--- src/rtl/usart_clkgen_pkg.sv ---
package usart_clkgen_pkg;

   typedef enum logic [1:0] {
      CK_ASYNC_X16 = 2'd0,
      CK_ASYNC_X8  = 2'd1,
      CK_SYNC_MST  = 2'd2,
      CK_SYNC_SLV  = 2'd3
   } ck_mode_e;

   // Double speed is only meaningful when asynchronous.
   function automatic ck_mode_e ck_decode(input logic sync, input logic dbl, input logic mst);
      if (sync) return mst ? CK_SYNC_MST : CK_SYNC_SLV;
      return dbl ? CK_ASYNC_X8 : CK_ASYNC_X16;
   endfunction

endpackage

--- src/rtl/usart_baud_div.sv ---
module usart_baud_div #(
   parameter int DIV_W = 12
) (
   input  logic             clk,
   input  logic             rst_n,
   input  logic [DIV_W-1:0] divisor,
   input  logic             div_load,
   output logic             tick
);

   logic [DIV_W-1:0] cnt;

   always_ff @(posedge clk) begin
      if (!rst_n) begin
         cnt  <= '0;
         tick <= 1'b0;
      end else if (div_load) begin
         cnt  <= divisor;
         tick <= 1'b0;
      end else if (cnt == '0) begin
         cnt  <= divisor;
         tick <= 1'b1;
      end else begin
         cnt  <= cnt - 1'b1;
         tick <= 1'b0;
      end
   end

endmodule

--- src/rtl/usart_async_pre.sv ---
module usart_async_pre #(
   parameter int OVS_NORM = 16,
   parameter int OVS_DBL  = 8
) (
   input  logic clk,
   input  logic rst_n,
   input  logic clr,
   input  logic tick,
   input  logic dbl,
   output logic bit_end
);

   localparam int PW = $clog2(OVS_NORM);
   localparam logic [PW-1:0] LIM_NORM = PW'(OVS_NORM - 1);
   localparam logic [PW-1:0] LIM_DBL  = PW'(OVS_DBL - 1);

   logic [PW-1:0] pre;
   logic [PW-1:0] lim;

   assign lim     = dbl ? LIM_DBL : LIM_NORM;
   assign bit_end = tick && (pre == lim);

   always_ff @(posedge clk) begin
      if (!rst_n || clr) begin
         pre <= '0;
      end else if (tick) begin
         pre <= bit_end ? '0 : pre + 1'b1;
      end
   end

endmodule

--- src/rtl/usart_xck_sync.sv ---
module usart_xck_sync #(
   parameter int STAGES = 2
) (
   input  logic clk,
   input  logic rst_n,
   input  logic xck_in,
   output logic rise,
   output logic fall
);

   logic [STAGES-1:0] chain;
   logic              prev;

   generate
      for (genvar i = 0; i < STAGES; i++) begin : g_stage
         if (i == 0) begin : g_first
            always_ff @(posedge clk) begin
               if (!rst_n) chain[0] <= 1'b0;
               else        chain[0] <= xck_in;
            end
         end else begin : g_next
            always_ff @(posedge clk) begin
               if (!rst_n) chain[i] <= 1'b0;
               else        chain[i] <= chain[i-1];
            end
         end
      end
   endgenerate

   always_ff @(posedge clk) begin
      if (!rst_n) prev <= 1'b0;
      else        prev <= chain[STAGES-1];
   end

   assign rise = chain[STAGES-1] & ~prev;
   assign fall = ~chain[STAGES-1] & prev;

endmodule

--- src/rtl/usart_clkgen.sv ---
module usart_clkgen
   import usart_clkgen_pkg::*;
#(
   parameter int DIV_W       = 12,
   parameter int OVS_NORM    = 16,
   parameter int OVS_DBL     = 8,
   parameter int SYNC_STAGES = 2
) (
   input  logic             clk,
   input  logic             rst_n,
   input  logic [DIV_W-1:0] divisor,
   input  logic             div_load,
   input  logic             sync_mode,
   input  logic             dbl_speed,
   input  logic             master_sel,
   input  logic             xck_in,
   output logic             sample_tick,
   output logic             tx_bit_en,
   output logic             rx_bit_en,
   output logic             xck_out,
   output logic             xck_oe
);

   generate
      if (DIV_W < 2) begin : g_bad_div_w
         $error("usart_clkgen: DIV_W must be at least 2");
      end
      if (OVS_NORM < 2 || (OVS_NORM & (OVS_NORM - 1)) != 0) begin : g_bad_ovs
         $error("usart_clkgen: OVS_NORM must be a power of two");
      end
      if (OVS_DBL < 1 || OVS_DBL > OVS_NORM) begin : g_bad_dbl
         $error("usart_clkgen: OVS_DBL must lie in 1..OVS_NORM");
      end
      if (SYNC_STAGES < 2) begin : g_bad_sync
         $error("usart_clkgen: SYNC_STAGES must be at least 2");
      end
   endgenerate

   ck_mode_e mode;
   logic     base_tick;
   logic     bit_end;
   logic     ext_rise;
   logic     ext_fall;
   logic     xck_q;

   assign mode = ck_decode(sync_mode, dbl_speed, master_sel);

   usart_baud_div #(.DIV_W(DIV_W)) u_div (
      .clk      (clk),
      .rst_n    (rst_n),
      .divisor  (divisor),
      .div_load (div_load),
      .tick     (base_tick)
   );

   usart_async_pre #(.OVS_NORM(OVS_NORM), .OVS_DBL(OVS_DBL)) u_pre (
      .clk     (clk),
      .rst_n   (rst_n),
      .clr     (div_load | sync_mode),
      .tick    (base_tick),
      .dbl     (dbl_speed),
      .bit_end (bit_end)
   );

   usart_xck_sync #(.STAGES(SYNC_STAGES)) u_sync (
      .clk    (clk),
      .rst_n  (rst_n),
      .xck_in (xck_in),
      .rise   (ext_rise),
      .fall   (ext_fall)
   );

   always_ff @(posedge clk) begin
      if (!rst_n) begin
         sample_tick <= 1'b0;
         tx_bit_en   <= 1'b0;
         rx_bit_en   <= 1'b0;
         xck_q       <= 1'b0;
      end else begin
         unique case (mode)
            CK_ASYNC_X16, CK_ASYNC_X8: begin
               sample_tick <= base_tick & ~div_load;
               tx_bit_en   <= bit_end & ~div_load;
               rx_bit_en   <= bit_end & ~div_load;
               xck_q       <= 1'b0;
            end
            CK_SYNC_MST: begin
               sample_tick <= 1'b0;
               if (div_load) begin
                  xck_q     <= 1'b0;
                  tx_bit_en <= 1'b0;
                  rx_bit_en <= 1'b0;
               end else if (base_tick) begin
                  xck_q     <= ~xck_q;
                  tx_bit_en <= xck_q;
                  rx_bit_en <= ~xck_q;
               end else begin
                  tx_bit_en <= 1'b0;
                  rx_bit_en <= 1'b0;
               end
            end
            default: begin
               sample_tick <= 1'b0;
               tx_bit_en   <= ext_fall;
               rx_bit_en   <= ext_rise;
               xck_q       <= 1'b0;
            end
         endcase
      end
   end

   assign xck_out = xck_q;
   assign xck_oe  = rst_n && (mode == CK_SYNC_MST);

endmodule

--- config.mk ---
export PLATFORM = sky130hd
export DESIGN_NAME = usart_clkgen
export DESIGN_NICKNAME = d
export VERILOG_FILES = /design/src/rtl/usart_clkgen_pkg.sv /design/src/rtl/usart_baud_div.sv /design/src/rtl/usart_async_pre.sv /design/src/rtl/usart_xck_sync.sv /design/src/rtl/usart_clkgen.sv
export SDC_FILE = /design/constraint.sdc
export NUM_CORES = 1
export LEC_CHECK = 0
export BUFFER_PORTS_ARGS = -buffer_cell sky130_fd_sc_hd__buf_2
export CAP_MARGIN = 30
export CORE_MARGIN = 8
export CORE_UTILIZATION = 52
export DETAILED_ROUTE_END_ITERATION = 7
export PLACE_DENSITY = 0.77
export SYNTH_ARGS = -nofsm -noshare
export SYNTH_HDL_FRONTEND = slang
export SYNTH_SLANG_ARGS = --single-unit
--- constraint.sdc ---
create_clock -name clk -period 2.09 [get_ports clk]
set_clock_uncertainty 0.1 [all_clocks]
set_input_delay 0.1045 -clock clk [delete_from_list [all_inputs] [get_ports clk]]
set_output_delay 0.1045 -clock clk [all_outputs]
set_load 0.01 [all_outputs]
==> summary.txt <==
Run status
  – Status: finished clean

Logic synthesis
  – Most used DFF post-synth: dfxtp_1
  – Dominant cell type by area after synthesis: dfxtp_1
  – Area contributors post-synth: dfxtp_1 (42%), xnor2_1 (6.2%), o21ai_0 (4.4%)
  – Post-synth cell types: 36
  – Most common cell in the synthesized netlist: dfxtp_1
  – Seq/Total Area, Yosys: 42.3%
  – Number of synthesized flops with an enable pin: 0
  – Most frequent cells after synthesis: dfxtp_1 (24), nor2_1 (10), o21ai_0 (10)
  – Mapped cell area: 1140 sq um
  – Seq cells post-synth: 24
  – YS warnings: 0
  – Cells after Synth: 129
  – Syn Nets: 151
  – FFs w/ async S/R, synth: 0%
  – Synth top area share: 42.3%
  – Synthesized area per cell: 8.81 sq um

Global routing
  – Initial antenna violation count: 0
  – Largest net degree at the start of global routing: 24
  – Vias in the first global route: 986
  – First-pass GRT wire length: 4.32 mm
  – Total gr overflow: 0
  – GR Util All Layers: 13.3%

Cells and area
  – Final #Nets: 187
  – Final core occ: 65.9%
  – Fillers: 212
  – Seq. cell area: 480 sq um
  – Area growth from synthesis to layout: 24.7%
  – Multi-input gate area: 616 sq um
  – Share of cells above drive strength 1: 19.6%
  – Antenna cells: 0

Timing
  – Fin crit share: 90.3%
  – FMAX: 530 MHz
  – Fin Setup TNS: 0 ps
  – Final setup viols: 0
  – Max_slew headroom: 68.3%
  – Final min period: 1890 ps
  – RSZ-0062 raised after global routing: false
  – Slew Viols, Final: 0
  – Final Hold Fails: 0
  – Worst slew pin tran: 471 ps

Detailed routing
  – Remaining DRCs: 0
  – Via count: 1023
  – TritonRoute pass-1 iters: 4
  – Drt initial violations: 42
  – Post-route ant nets: 0
  – Final WL: 2.49 mm
  – Drt wl/cell: 13.0 um
  – DR vias/cell: 5.36

Clocking
  – TritonCTS Buffers: 3
  – Root Buffer: clkbuf_4
  – Post-cts sizing count: 0
  – CTS tree: yes
  – Clk slew on worst S/H paths: 120 ps
  – CTS max path bufs: 2
  – H-tree levels: 1
  – Post-CTS Setup Inserts: 0
  – Hold buffers post-CTS: 11
  – Worst skew pair latency: 300 ps
  – Clock sink count: 24

Floorplanning
  – Starting Density: 52.9%
  – Std cell rows: 17
  – Chip Height: 62.7 um
  – Full die area: 3940 sq um
  – IO Pins: 24
  – Die W: 62.7 um
  – Core ar.: 2150 sq um

Worst setup path
  – Worst path arrival time: 1990 ps
  – Startpoint Class: register
  – Critical-path top delay cell: or3b_2
  – R2R Setup Slk: 200 ps
  – Worst flop-to-flop path endpoint: u_div.cnt[6]
  – Setup crit end: u_div.cnt[6]
  – RR Startpoint: u_div.cnt[0]
  – Worst r2r path cells: 6
  – CP startpoint: u_div.cnt[0]
  – Crit end category: register
  – Worst-path maximum fanout: 4
  – Critical path type: reg -> reg
  – Delay of the slowest critical-path stage: 500 ps
  – Worst path cell trace: inv_1, ha_1, or3b_2, nor3_1, xnor2_1, a21oi_1
  – Critical path data required time: 2190 ps

Min path
  – Worst hold path type: in -> reg

Run
  – Maxcap violations: 0

Power
  – Power share of the sequential group: 56.0%
  – Clock network power share: 20.8%
  – Pleak: 0.575 nW
  – Pwr/cell area: 660 nW/um^2
  – Comb pwr share: 23.1%
  – Net Sw Power: 0.000267 W
  – Max VDD drop: 638 uV
  – Pint: 0.000668 W
  – Sw frac: 28.5%

Place
  – Placer's final routability congestion estimate: 0.786
  – Final HPWL DP: 1.86 mm
  – Port-buffer cells: 23
power groups by stage:
stage	Combinational (W)	Sequential (W)	Clock, W
after floorplan	0.000147	0.000525	0
after global placement	0.000194	0.000531	0
after detailed placement	0.000200	0.000533	0
after CTS	0.000217	0.000523	0.000202
after global routing	0.000242	0.000529	0.000218
final	0.000216	0.000524	0.000195
stage by stage:
step           total power (W)  cell area (sq um)  hold slack [ps]  std cells  worst slack [ps]
2_1_floorplan         0.000672               1140              132        129               315
3_3_place_gp          0.000724               1280              213        177               282
3_5_place_dp          0.000733               1280              221        177               187
4_1_cts               0.000942               1420            0.635        191               172
5_1_grt               0.000988               1420             7.36        191              16.9
6_report              0.000935               1420             4.04        191               203
layout by cell type, fill, tap and decap left out, drive strengths merged, types with 2 or more instances in the layout:
master / instances
buf: 26
dfxtp: 24
dlygate4sd3: 11
nor2: 10
o21ai: 10
nand2: 9
xnor2: 8
a21oi: 7
nor3: 6
nand3: 5
inv: 4
nor4: 4
xor2: 3
and2: 3
ha: 3
clkbuf: 3
and3: 2
mux2i: 2
nor4b: 2
nand4: 2
nor4bb: 2
o31a: 2
or4: 2
kinds of logic after synthesis:
logic type	count (synthesis)	share of synthesized area, %
buf+inv	10	3.52
flops	24	42.3
fa+ha+maj	3	3.30
simple gates	52	25.7
compound gates	27	15.0
mux	2	1.76
xor+xnor	11	8.48
worst max-delay path: cells and delay by family, from the launching register on:
kind	cells	cell delay, ps
AO/OA/AOI/OAI	1	100
XOR/XNOR	1	180
adder cells (fa/ha/maj)	1	210
buffers and inverters	1	120
flip-flops	1	340
AND/OR/NAND/NOR	2	730
metal layers:
metal  GRT usage (%)  wire length (um)
met4            3.42                14
met2            24.6              1340
met5               0                 0
met1            13.9              1040
met3            4.48                92
layout make-up:
class	instances	area share [%]
clock buffers	3	1.59
inverters	4	1.06
multi-input cells	95	43.5
flip-flops and latches	24	33.9
well taps	28	2.47
repair buffers	37	17.5
sequential cells by signal, indices dropped and copies added (netlist names):
signal        flops
rx_bit_en         1
sample_tick       1
tx_bit_en         1
u_div.cnt        12
u_div.tick        1
u_pre.pre         4
u_sync.chain      2
u_sync.prev       1
xck_out           1
how the worst min path moves through the flow:
stage                     startpoint              end  cells after the start
after CTS                 master_sel          xck_out                      3
after detailed placement      xck_in  u_sync.chain[0]                      2
final                     master_sel          xck_out                      3
after global placement        xck_in  u_sync.chain[0]                      2
after floorplan               xck_in  u_sync.chain[0]                      1
after global routing      divisor[6]     u_div.cnt[6]                      3
No activity file was read; power rests on OpenSTA's default activity.
